$ cat src/rtl/trig_mux_pkg.sv
package trig_mux_pkg;
  typedef struct packed {
    logic capture;   // latch a new crossing this edge
    logic active;    // a word of the current crossing is on the link
    logic first;     // the word on the link is word 0
  } muxCtl_t;
endpackage

$ cat src/rtl/trig_mux_ctrl.sv
module trig_mux_ctrl
  import trig_mux_pkg::*;
#(
  parameter int WORDS = 6
) (
  input  logic                      clk,
  input  logic                      rstN,
  input  logic                      xingStrobe,
  output muxCtl_t                   ctl,
  output logic [$clog2(WORDS)-1:0]  phase
);
  localparam int PH_W = $clog2(WORDS);
  localparam logic [PH_W-1:0] LAST = PH_W'(WORDS - 1);

  logic active;

  always_ff @(posedge clk) begin
    if (!rstN) begin
      phase  <= '0;
      active <= 1'b0;
    end else if (xingStrobe) begin
      phase  <= '0;
      active <= 1'b1;
    end else if (active) begin
      if (phase == LAST) begin
        active <= 1'b0;
        phase  <= '0;
      end else begin
        phase <= phase + 1'b1;
      end
    end
  end

  always_comb begin
    ctl.capture = xingStrobe;
    ctl.active  = active;
    ctl.first   = active && (phase == '0);
  end

  // the phase steps by one between strobes
  a_r2_phase_step: assert property (@(posedge clk) disable iff (!rstN)
    (active && !xingStrobe && phase != LAST) |=> (active && phase == $past(phase) + 1'b1));

  // the sequence stops after the last word when no strobe arrives
  a_r7_stop_after_last: assert property (@(posedge clk) disable iff (!rstN)
    (active && !xingStrobe && phase == LAST) |=> !active);
endmodule

$ cat src/rtl/trig_mux_datapath.sv
module trig_mux_datapath
  import trig_mux_pkg::*;
#(
  parameter int WORD_W = 16,
  parameter int WORDS  = 6,
  parameter int ADDR_W = 3
) (
  input  logic                      clk,
  input  logic                      rstN,
  input  muxCtl_t                   ctl,
  input  logic [$clog2(WORDS)-1:0]  phase,
  input  logic [WORD_W*WORDS-1:0]   patIn,
  input  logic                      injectMode,
  input  logic                      maskWrEn,
  input  logic [ADDR_W-1:0]         maskWrAddr,
  input  logic [WORD_W-1:0]         maskWrData,
  output logic [WORD_W-1:0]         linkWord,
  output logic                      linkAlign
);
  logic [WORDS-1:0][WORD_W-1:0] maskReg;
  logic [WORDS-1:0][WORD_W-1:0] holdReg;
  logic [WORDS-1:0][WORD_W-1:0] patWords;

  assign patWords = patIn;

  for (genvar w = 0; w < WORDS; w++) begin : g_word
    always_ff @(posedge clk) begin
      if (!rstN) begin
        maskReg[w] <= '0;
      end else if (maskWrEn && (maskWrAddr == ADDR_W'(w))) begin
        maskReg[w] <= maskWrData;
      end
    end

    always_ff @(posedge clk) begin
      if (!rstN) begin
        holdReg[w] <= '0;
      end else if (ctl.capture) begin
        holdReg[w] <= injectMode ? maskReg[w] : (patWords[w] & ~maskReg[w]);
      end
    end
  end

  always_comb begin
    linkWord  = ctl.active ? holdReg[phase] : '0;
    linkAlign = ctl.first;
  end

  // the held crossing changes only on a capture
  a_r5_hold_stable: assert property (@(posedge clk) disable iff (!rstN)
    !ctl.capture |=> $stable(holdReg));

  // align follows each capture
  a_r2_align_after_capture: assert property (@(posedge clk) disable iff (!rstN)
    ctl.capture |=> linkAlign);

  // align is a single-cycle marker unless a new crossing starts
  a_r2_align_once: assert property (@(posedge clk) disable iff (!rstN)
    (linkAlign && !ctl.capture) |=> !linkAlign);
endmodule

$ cat src/rtl/trig_pattern_mux.sv
module trig_pattern_mux
  import trig_mux_pkg::*;
#(
  parameter int WORD_W = 16,
  parameter int WORDS  = 6,
  parameter int ADDR_W = 3
) (
  input  logic                     clk,
  input  logic                     rstN,
  input  logic                     xingStrobe,
  input  logic [WORD_W*WORDS-1:0]  patIn,
  input  logic                     injectMode,
  input  logic                     maskWrEn,
  input  logic [ADDR_W-1:0]        maskWrAddr,
  input  logic [WORD_W-1:0]        maskWrData,
  output logic [WORD_W-1:0]        linkWord,
  output logic                     linkAlign
);
  localparam int PH_W = $clog2(WORDS);

  muxCtl_t         ctl;
  logic [PH_W-1:0] phase;

  trig_mux_ctrl #(.WORDS(WORDS)) u_ctrl (
    .clk        (clk),
    .rstN       (rstN),
    .xingStrobe (xingStrobe),
    .ctl        (ctl),
    .phase      (phase)
  );

  trig_mux_datapath #(.WORD_W(WORD_W), .WORDS(WORDS), .ADDR_W(ADDR_W)) u_dp (
    .clk        (clk),
    .rstN       (rstN),
    .ctl        (ctl),
    .phase      (phase),
    .patIn      (patIn),
    .injectMode (injectMode),
    .maskWrEn   (maskWrEn),
    .maskWrAddr (maskWrAddr),
    .maskWrData (maskWrData),
    .linkWord   (linkWord),
    .linkAlign  (linkAlign)
  );
endmodule

$ cat config.mk
export PLATFORM = sky130hd
export DESIGN_NAME = trig_pattern_mux
export DESIGN_NICKNAME = d
export VERILOG_FILES = /design/src/rtl/trig_mux_pkg.sv /design/src/rtl/trig_mux_ctrl.sv /design/src/rtl/trig_mux_datapath.sv /design/src/rtl/trig_pattern_mux.sv
export SDC_FILE = /design/constraint.sdc
export NUM_CORES = 1
export LEC_CHECK = 0
export BUFFER_PORTS_ARGS = -buffer_cell sky130_fd_sc_hd__buf_4
export CAP_MARGIN = 20
export CORE_MARGIN = 3
export CORE_UTILIZATION = 40
export DETAILED_ROUTE_END_ITERATION = 10
export GPL_TIMING_DRIVEN = 0
export SLEW_MARGIN = 20
export SYNTH_ARGS = -nofsm -noshare
export SYNTH_HDL_FRONTEND = slang
export SYNTH_SLANG_ARGS = --single-unit
$ cat constraint.sdc
create_clock -name clk -period 1.5 [get_ports clk]
set_input_delay 0.225 -clock clk [delete_from_list [all_inputs] [get_ports clk]]
set_output_delay 0.225 -clock clk [all_outputs]
set_load 0.02 [all_outputs]
==> Word-level counts from Yosys, hierarchy flattened <==
Cells that the tools add are included.
Widths: inputs -> output; s select.
{ "op_classes": {"addsub": 1, "multipliers": 0, "reduce_logical": 10, "n_div": 0, "n_eq_ne": 6, "shifts": 0, "n_bitwise": 13, "muxes": 13, "order_cmp": 1} }
{ "ops": {"columns": ["operator", "n"], "rows": [
  ["$mux 16", 8],
  ["$and 16x16->16", 6],
  ["$not 16->16", 6],
  ["$bmux 16 s3", 1],
  ["$eq 3x3->1 const B", 3],
  ["$logic_and 1x1->1", 7],
  ["$eq 3x2->1 const B", 2],
  ["$logic_not 3->1", 2],
  ["$lt 3x4->1 const B", 1],
  ["$add 3x1->3 const B", 1],
  ["$eq 3x1->1 const B", 1],
  ["$mux 1", 3],
  ["$mux 3", 1],
  ["$reduce_or 2->1", 1],
  ["$not 1->1", 1]
]} }
{ "word_totals": {"inputBits": 120, "latch_bits": 0, "out_inout_bits": 17, "mem_count": 0, "reg_bits": 196, "ramBits": 0, "wordCells": 58, "romBits": 0} }

==> Logic depth before layout (Yosys ltp) <==
Gate-level depths: netlist of the first run.
{ "depth": {"depth_word": 4, "ltp_mapped": 6} }

==> Modules after synthesis <==
From an unflattened synthesis of the first run, not the netlist that was laid out.
{ "hier_totals": {"hier_cells": 1060, "hier_area_um2": 8833.5} }
{ "by_module_without_submodules": {"columns": ["mod", "area_each_um2", "cells_each", "instances"], "rows": [
  ["trig_mux_datapath", 8635.8, 1041, 1],
  ["trig_mux_ctrl", 197.7, 19, 1]
]} }

==> Worst setup path after synthesis of the first run <==
OpenSTA, ideal clock, no wires.
{ "synth_path": {"kind": "register -> output", "from": "register u_ctrl.active", "to": "output linkWord[14]", "t_arrival_ps": 1557, "setup_slack_ps": -282, "required_ps": 1275, "path_stages_with_launch": 6, "cell_sequence": "dfxtp_1 > buf_2 > or3b_1 > clkbuf_2 > buf_6 > o21ai_0"} }
{ "synth_between": {"elab_chain_cells": 1} }
{ "synth_rtl": {"columns": ["element", "line_no", "source"], "rows": [
  ["from (decl)", "trig_mux_ctrl.sv:15", "logic active;"],
  ["from (signal assigned)", "trig_mux_ctrl.sv:20", "active <= 1'b0;"],
  ["from (signal assigned)", "trig_mux_ctrl.sv:23", "active <= 1'b1;"],
  ["from (signal assigned)", "trig_mux_ctrl.sv:26", "active <= 1'b0;"],
  ["$mux 16", "trig_mux_datapath.sv:45", "linkWord = ctl.active ? holdReg[phase] : '0;"],
  ["to (decl)", "trig_pattern_mux.sv:16", "output logic [WORD_W-1:0] linkWord,"]
]} }
No other way between the ends.

==> Worst setup path in the final report of the first run <==
{ "layout_path": {"from": "register u_ctrl.phase[1]", "to": "output linkWord[12]"} }
{ "layout_between": {"elab_chain_cells": 3} }
{ "layout_rtl": {"columns": ["element", "line_no", "source"], "rows": [
  ["from (decl)", "trig_mux_ctrl.sv:10", "output logic [$clog2(WORDS)-1:0] phase"],
  ["from (signal assigned)", "trig_mux_ctrl.sv:29", "phase <= phase + 1'b1;"],
  ["$bmux 16 s3", "trig_mux_datapath.sv:45", null],
  ["$mux 16 (not written as such)", "trig_mux_datapath.sv:45", null],
  ["$mux 16", "trig_mux_datapath.sv:45", null]
]} }
No other way between the ends. The select of a mux whose other input is x is not followed.

==> metrics.txt, run 1 <==
run status finished with violations; failing checks setup timing; final hold violations 0; drt total wl 31,900 um; Post-DP HPWL 23,400 um; most frequent cells in the layout a21oi_1 (194), dfxtp_1 (192), nand2_1 (146); TritonCTS clock tree built; Num CTS Buffers 17; grt ovf 0; I/O Buffers 129; Core Box Area 0.0213 sq mm; HP Class in -> reg; origin of the worst min-delay path maskWrData[15]; length in cells of the worst reg-to-reg path 6; RSZ-0062 raised after global routing yes; Final ANT Viol Nets 0; Worst Path Max Fanout 5; via count between 8,000 and 9,000; Syn Nets 1,181; first-pass GRT wire length between 40,000 and 50,000 um; fin crit period 2090 ps; initial DRC count 765; total negative slack -8810 ps; R2R setup slack 390 ps; design area 0.0111 sq mm; Final Skew ~10 ps; Max Buffers Root-to-Sink 2; Max Clk Rate 479 MHz; worst vdd ir between 500 and 600 uV; Cell Area, Placed a little over 0.01 sq mm; clock-pin slew on the worst setup and hold paths about 70 ps; Num Clock Sinks 196; Worst-Skew Late Latency between 400 and 500 ps; worst relative slew slack 0.506; cell area after synthesis 0.00880 sq mm; Initial Util 0.413; PwrDens 1050 mW/mm^2; Ports 137; Tcrit/Tclk final 1.39; Synth warnings 0; Synth top area share 0.446; Pleak a little under 0.004 uW; Max Cap Violations 0; Nets 1,339; Multi-input gate area 0.00462 sq mm; Slew Viols, Final 0; syn_area_per_cell 8.29 sq um; critical path endpoint category output pin; initial antenna violation count 0; total power between 10,000 and 15,000 uW; fillers a little over 2,000; fin worst setup slack -587 ps; CTS root buf clkbuf_16; FF/Latch Area approximately 0.0039 sq mm; dominant cells by area after synthesis dfxtp_1 (45%), a21oi_1 (11%), o21ai_0 (8.2%); Critical Path AT 1860 ps; Setup-failing EPs final 17; vias per cell 5.69; cell accounting for the most synthesized area dfxtp_1; Worst Path Required between 1000 and 1500 ps; vias in the first global route 7,985; Residual DRC 0; Post-Synthesis Cells 1,061; Die ar. 0.0238 sq mm; hold path depth 3; row cnt 53; Seq/Total Area, Yosys 0.446; r2r endpoint u_ctrl.phase[1]; GP Congestion 0.932; All-Layer GR Usage 0.260; Hold EP u_dp.maskReg[31]; DIE HEIGHT 154 um; Die Wd 154 um; Startpoint Class flop; wire per inst around 21 um; commonest non-fill, non-tap cell in the layout a21oi_1; R2R Path Start u_ctrl.phase[1]; Synth Register Bits 196; layout cells sized above 1 0.192; worst setup path class reg -> out; Area Overhead vs Synth 26.7%; synth unique cells 30; largest net degree at the start of global routing 18; Initial DRT Pass Iterations 5; CTS H-tree depth 4; slew at the pin closest to its max-slew limit about 740 ps
## critical path, cell delays in order, from the launching register on
cell and delay [ps]:
dfxtp_4 380, buf_8 140, clkbuf_16 170, mux2i_4 260, o22a_1 220, o21ai_1 90, buf_4 160
## per-layer routing
metal	vias to the layer above	share of wire	GRT usage	wire, um
li1	4089	-	-	-
met1	4146	0.46	0.378	14700
met2	307	0.44	0.390	14000
met3	44	0.070	0.0464	2240
met4	0	0.029	0.0854	922
met5	-	0	0	0
## metrics by stage
stage	setup WS (ps)	hold slack (ps)	cells	utilization
2_1_floorplan	-144	360	1061	-
3_3_place_gp	-632	460	1465	0.477
3_5_place_dp	-660	470	1465	0.477
4_1_cts	-669	77.3	1501	0.516
5_1_grt	-594	87.7	1507	0.524
6_report	-587	89.3	1508	0.524
## what timing repair did
action / in CTS / in global routing
cloned: 1 / 2
resized for setup: 74 / 24
pin swaps: 4 / 2
hold buffers: 0 / 0
endpoints found under the setup margin: 17 / 17
endpoints found under the hold margin: 0 / 0
buffers inserted: 5 / 7
## cell usage after synthesis
cell type / count
nand2b_1: 1
nand3b_1: 3
buf_6: 3
nand4bb_1: 3
nor4b_4: 1
mux2i_1: 49
nand2_1: 146
xnor2_1: 1
a21boi_1: 16
nor3b_1: 96
buf_1: 7
or4b_1: 1
and4bb_2: 1
nor4bb_1: 1
o22a_1: 16
a21oi_1: 194
or3b_1: 1
buf_4: 4
and4b_1: 1
dfxtp_1: 196
o21ai_0: 144
clkbuf_1: 70
nor2b_1: 1
nand4b_1: 3
nand3_1: 32
nor4b_1: 1
nor2_1: 3
buf_2: 14
clkbuf_2: 4
a21boi_0: 48
## logic make-up after synthesis
group,after synthesis,share of synthesized area
AOI/OAI and AO/OA,418,0.263
and+or+nand+nor,295,0.184
DFF,196,0.446
buffers and inverters,102,0.0503
muxes,49,0.0558
xor gates and xnor gates,1,0.000996
## registers in the layout, indices dropped and copies added, names as in the netlist
signal         cells
u_ctrl.active      1
u_dp.holdReg      96
u_ctrl.phase       3
u_dp.maskReg      96
## final cells by class
| type | instances | area share |
|---|---|---|
| well taps | 275 | 0.0309 |
| clock buffers | 18 | 0.0385 |
| diodes | 1 | 0.000224 |
| flip-flops and latches | 196 | 0.353 |
| multi-input cells | 763 | 0.415 |
| plain buffers | 97 | 0.0423 |
| clock inverters | 14 | 0.0134 |
| repair buffers | 144 | 0.107 |
## how the worst max path moves through the flow
stage | startpoint | endpoint | slack, ps | depth (start not counted)
floorplan | u_ctrl.phase[0] | linkWord[12] | -140 | 6
global placement | u_ctrl.phase[1] | linkWord[8] | -630 | 6
detailed placement | u_ctrl.phase[1] | linkWord[6] | -660 | 6
CTS | u_ctrl.active | linkWord[13] | -670 | 7
global route | u_ctrl.phase[0] | linkWord[12] | -590 | 5
finish | u_ctrl.phase[1] | linkWord[12] | -590 | 6
## power by group
group,switching (uW),internal [uW],total (uW)
Clock,2120,2480,4600
Sequential,156,5420,5580
Combinational,881,653,1530
Power figures use the tool's default switching activity.
==> run 2: changes to the inputs <==
--- a/config.mk
+++ b/config.mk
@@ -11,6 +11,7 @@
 export CORE_UTILIZATION = 40
 export DETAILED_ROUTE_END_ITERATION = 10
 export GPL_TIMING_DRIVEN = 0
+export PLACE_DENSITY = 0.72
 export SLEW_MARGIN = 20
 export SYNTH_ARGS = -nofsm -noshare
 export SYNTH_HDL_FRONTEND = slang
==> metrics.txt, run 2 (same netlist as run 1, synthesis figures left out) <==
run status finished with violations (unchanged); failing checks setup timing (unchanged); GP Congestion 0.936 (was 0.932); fin worst setup slack -628 ps (was -587 ps); Max Buffers Root-to-Sink 2 (unchanged); length in cells of the worst reg-to-reg path 6 (unchanged); Tcrit/Tclk final 1.42 (was 1.39); DIE HEIGHT 154 um (unchanged); RSZ-0062 raised after global routing yes (unchanged); final hold violations 0 (unchanged); routing usage on met1 0.352 (was 0.378); row cnt 53 (unchanged); gr busiest metal met2 (unchanged); Pleak 0.00392 uW (was 0.00388 uW); Ports 137 (unchanged); Finished Layout Cells 1,510 (was 1,508); HP Class in -> reg (unchanged); critical path, cell by cell or3b_1 > clkbuf_8 > buf_16 > o22a_1 > o21ai_2 > buf_6 (was buf_8 > clkbuf_16 > mux2i_4 > o22a_1 > o21ai_1 > buf_4); All-Layer GR Usage 0.248 (was 0.260); Nets 1,342 (was 1,339); commonest non-fill, non-tap cell in the layout a21oi_1 (unchanged); antenna cells 0 (was 1); Num Clock Sinks 196 (unchanged); Area Overhead vs Synth 27.3% (was 26.7%); Core Box Area 0.0213 sq mm (unchanged); hold path depth 3 (unchanged); Num CTS Buffers 17 (unchanged); CP max stage cell dfxtp_4 (unchanged); largest net degree at the start of global routing 18 (unchanged); CTS H-tree depth 4 (unchanged); Residual DRC 0 (unchanged); Cell Area, Placed 0.0101 sq mm (unchanged); Max Clk Rate 470 MHz (was 479 MHz); Largest regs u_dp.holdReg x96, u_dp.maskReg x96, u_ctrl.phase x3 (unchanged); Post-DP HPWL 22,500 um (was 23,400 um); worst setup path class reg -> out (unchanged); Die Wd 154 um (unchanged); Slew Viols, Final 0 (unchanged); fin crit period 2130 ps (was 2090 ps); vias in the first global route 7,972 (was 7,985); Core Util, Final 0.526 (was 0.524); Worst-Skew Late Latency 440 ps (about the same); met2 Track Usage GR 0.380 (was 0.390); PwrDens 1060 mW/mm^2 (was 1050 mW/mm^2); Initial DRT Pass Iterations 5 (unchanged); Worst Path Max Fanout 8 (was 5); CTS root buf clkbuf_16 (unchanged); worst vdd ir 803 uV (was 562 uV); Worst Path Required 1270 ps (about the same); worst relative slew slack 0.512 (was 0.506); Placed Cells 1,465 (unchanged); Initial Util 0.413 (unchanged); layout cells sized above 1 0.192 (about the same); Final ANT Viol Nets 0 (unchanged); Slowest Stage Delay on Critical Path 370 ps (was 380 ps); first-pass GRT wire length 45,400 um (was 47,000 um); Die ar. 0.0238 sq mm (unchanged); wire per inst 20.7 um (was 21.1 um); Startpoint Class flop (unchanged); vias per cell 5.75 (was 5.69); design area 0.0112 sq mm (was 0.0111 sq mm); drt total wl 31,200 um (was 31,900 um); I/O Buffers 129 (unchanged); Global Route met3 Usage 0.0428 (was 0.0464); most frequent cells in the layout a21oi_1 (194), dfxtp_1 (192), nand2_1 (146) (unchanged); Critical Path AT 1900 ps (was 1860 ps); slew at the pin closest to its max-slew limit 731 ps (was 741 ps); initial DRC count 905 (was 765); pre-CTS setup slack -581 ps (was -660 ps); Setup-failing EPs final 17 (unchanged); TritonCTS clock tree built (unchanged); total power 11,800 uW (was 11,700 uW); Max Cap Violations 0 (unchanged); critical path endpoint category output pin (unchanged); grt ovf 0 (unchanged); Final Skew 9.95 ps (was 10.5 ps); initial antenna violation count 0 (unchanged); clock-pin slew on the worst setup and hold paths 70 ps (about the same); via count 8,684 (was 8,586)
## run 2: final timing paths
| check | startpoint | to | slack, ps |
|---|---|---|---|
| worst max-delay path | u_ctrl.phase[2] | linkWord[7] | -630 |
| worst min register to register | u_dp.maskReg[78] | u_dp.maskReg[78] | 480 |
| worst min-delay path | maskWrData[15] | u_dp.maskReg[31] | 80 |
| worst max register to register | u_ctrl.phase[1] | u_ctrl.phase[1] | 380 |
## run 2: layout make-up
type | count | area, sq um
buffer | 98 | 493
sequential | 196 | 3930
fill | 1995 | 10100
clock buffer | 20 | 457
tap | 275 | 344
clock inverter | 12 | 143
timing repair buffer | 146 | 1220
multi-input combinational | 763 | 4610
## run 2: where the power goes
| part | internal (uW) | total [uW] | switching [uW] |
|---|---|---|---|
| registers | 5420 | 5580 | 153 |
| logic | 662 | 1550 | 885 |
| clock network | 2590 | 4730 | 2140 |
| total | 8670 | 11800 | 3180 |
## run 2: layer usage
layer  wire length, um  vias to the layer above
li1                  -                     4104
met1             13500                     4120
met3              2700                       56
met5                 0                        -
met4              1070                        0
met2             13900                      404
## run 2: critical path: cells and delay by family (launching register included)
family / cells / cell delay [ps]
AND/OR/NAND/NOR: 1 / 360
AO/OA/AOI/OAI: 2 / 280
flip-flops: 1 / 370
buffers and inverters: 3 / 450
## run 2: timing repair
action | 4_1_cts | 5_1_grt
pin swaps | 5 | 2
buffers inserted | 7 | 7
resized for setup | 78 | 15
gates cloned | 1 | 2
hold buffers | 0 | 0
endpoints found under the setup margin | 17 | 17
## run 2: metrics by stage
step | hold WS [ps] | TNS, ps
floorplan | 360 | -1870
global placement | 460 | -23010
detailed placement | 466 | -26180
CTS | 73.8 | -10410
global route | 85.7 | -10560
finish | 82.3 | -9810
==> run 3: changes to the inputs <==
--- a/config.mk
+++ b/config.mk
@@ -9,9 +9,10 @@
 export CAP_MARGIN = 20
 export CORE_MARGIN = 3
 export CORE_UTILIZATION = 40
+export CTS_CLUSTER_SIZE = 40
 export DETAILED_ROUTE_END_ITERATION = 10
 export GPL_TIMING_DRIVEN = 0
-export PLACE_DENSITY = 0.72
+export PLACE_DENSITY = 0.63
 export SLEW_MARGIN = 20
 export SYNTH_ARGS = -nofsm -noshare
 export SYNTH_HDL_FRONTEND = slang
==> metrics.txt, run 3 (same netlist as run 1, synthesis figures left out) <==
Worst-Skew Late Latency 450 ps (was 440 ps); R2R Path Start u_ctrl.active (was u_ctrl.phase[1]); RSZ-0062 raised after global routing yes (unchanged); Num Clock Sinks 196 (unchanged); Initial Util 0.413 (unchanged); wire per inst 21.2 um (was 20.7 um); Max Clk Rate 469 MHz (was 470 MHz); row cnt 53 (unchanged); Critical Path AT 1910 ps (was 1900 ps); Fin Hold WS 65.3 ps (was 82.3 ps); initial antenna violation count 0 (unchanged); largest net degree at the start of global routing 20 (was 18); layout cells sized above 1 0.193 (was 0.192); final hold violations 0 (unchanged); Max Buffers Root-to-Sink 2 (unchanged); TritonCTS clock tree built (unchanged); fin worst setup slack -632 ps (was -628 ps); Multi-input gate area 0.00466 sq mm (was 0.00461 sq mm); Largest regs u_dp.holdReg x96, u_dp.maskReg x96, u_ctrl.phase x3 (unchanged); vias in the first global route 7,937 (was 7,972); Nets 1,340 (was 1,342); Area Overhead vs Synth 27.2% (was 27.3%); Slew Viols, Final 0 (unchanged); All-Layer GR Usage 0.258 (was 0.248); clock-pin slew on the worst setup and hold paths 80 ps (was 70 ps); Initial DRT Pass Iterations 5 (unchanged); commonest non-fill, non-tap cell in the layout a21oi_1 (unchanged); initial DRC count 916 (was 905); first-pass GRT wire length 46,800 um (was 45,400 um); worst vdd ir 636 uV (was 803 uV); critical path endpoint category output pin (unchanged); Placed Cells 1,465 (unchanged); most frequent cells in the layout a21oi_1 (194), dfxtp_1 (192), nand2_1 (146) (unchanged); length in cells of the worst reg-to-reg path 6 (unchanged); r2r endpoint u_ctrl.phase[1] (unchanged); failing checks setup timing (unchanged); worst setup path class reg -> out (unchanged); hold_buf cts 0 (unchanged); grt ovf 0 (unchanged); pre-CTS setup slack -599 ps (was -581 ps); Final Skew 10.5 ps (was 9.95 ps); I/O Buffers 129 (unchanged); Setup-failing EPs final 17 (unchanged); slew at the pin closest to its max-slew limit 747 ps (was 731 ps); worst relative slew slack 0.502 (was 0.512); Die Wd 154 um (unchanged); Worst Setup SP u_ctrl.phase[0] (was u_ctrl.phase[2]); GP Congestion 0.939 (was 0.936); Startpoint Class flop (unchanged); Residual DRC 0 (unchanged); fillers 2,099 (was 1,995); Worst setup endpoint linkWord[11] (was linkWord[7]); Ports 137 (unchanged); FF/Latch Area 0.00393 sq mm (unchanged); Core Box Area 0.0213 sq mm (unchanged); R2R setup slack 270 ps (was 380 ps); CTS H-tree depth 4 (unchanged); HP Class in -> reg (unchanged); Tcrit/Tclk final 1.42 (about the same); via count 8,549 (was 8,684); Worst Path Required 1270 ps (about the same); Die ar. 0.0238 sq mm (unchanged); Core Util, Final 0.526 (about the same); CTS root buf clkbuf_16 (unchanged); DIE HEIGHT 154 um (unchanged); total negative slack -9590 ps (was -9810 ps); Pleak 0.00388 uW (was 0.00392 uW); Num CTS Buffers 17 (unchanged); vias per cell 5.67 (was 5.75); Finished Layout Cells 1,508 (was 1,510); Final ANT Viol Nets 0 (unchanged); Post-DP HPWL 23,100 um (was 22,500 um); run status finished with violations (unchanged); Max Cap Violations 0 (unchanged); PwrDens 1050 mW/mm^2 (was 1060 mW/mm^2); Worst Path Max Fanout 10 (was 8); drt total wl 32,000 um (was 31,200 um); antenna cells 0 (unchanged); fin crit period 2130 ps (about the same)
run 3: worst min path at each step:
stage	from	end	slack [ps]	depth (start not counted)
final	maskWrData[15]	u_dp.maskReg[31]	70	3
after global routing	maskWrData[15]	u_dp.maskReg[31]	80	3
after CTS	maskWrData[15]	u_dp.maskReg[31]	60	3
after detailed placement	u_dp.maskReg[77]	u_dp.maskReg[77]	460	2
after global placement	u_dp.maskReg[77]	u_dp.maskReg[77]	460	2
after floorplan	maskWrData[10]	u_dp.maskReg[10]	360	2
run 3: what timing repair did:
action | in CTS | in global routing
cloned | 2 | 2
buffers inserted | 7 | 4
resized for setup | 74 | 23
pin swaps | 2 | 5
endpoints found under the setup margin | 17 | 17
run 3: power by group:
| group | internal, uW | switching, uW |
|---|---|---|
| clock | 2370 | 2290 |
| combinational | 659 | 890 |
| sequential | 5420 | 161 |
| total | 8450 | 3340 |
run 3: metal layers:
metal,part of all wire,global-route usage,routed length [um]
met1,0.45,0.371,14400
met2,0.45,0.400,14500
met3,0.072,0.0397,2300
met4,0.023,0.0807,731
met5,0,0,0
run 3: stage by stage:
step / total power [uW] / cell area [sq um]
2_1_floorplan: 6420 / 8830
3_3_place_gp: 7090 / 10100
3_5_place_dp: 7110 / 10100
4_1_cts: 11700 / 11000
5_1_grt: 12200 / 11200
6_report: 11800 / 11200
run 3: worst max-delay path, stage by stage, from the launching register on:
cell and delay, ps:
dfxtp_2 430, buf_6 200, mux2i_1 360, o22a_1 270, o21ai_2 80, buf_6 130
run 3: area by class of cell:
class	instances	share of cell area
plain buffers	98	0.0432
clock buffers	17	0.0380
clock inverters	15	0.0146
multi-input cells	763	0.417
flip-flops and latches	196	0.352
well taps	275	0.0307
repair buffers	144	0.105
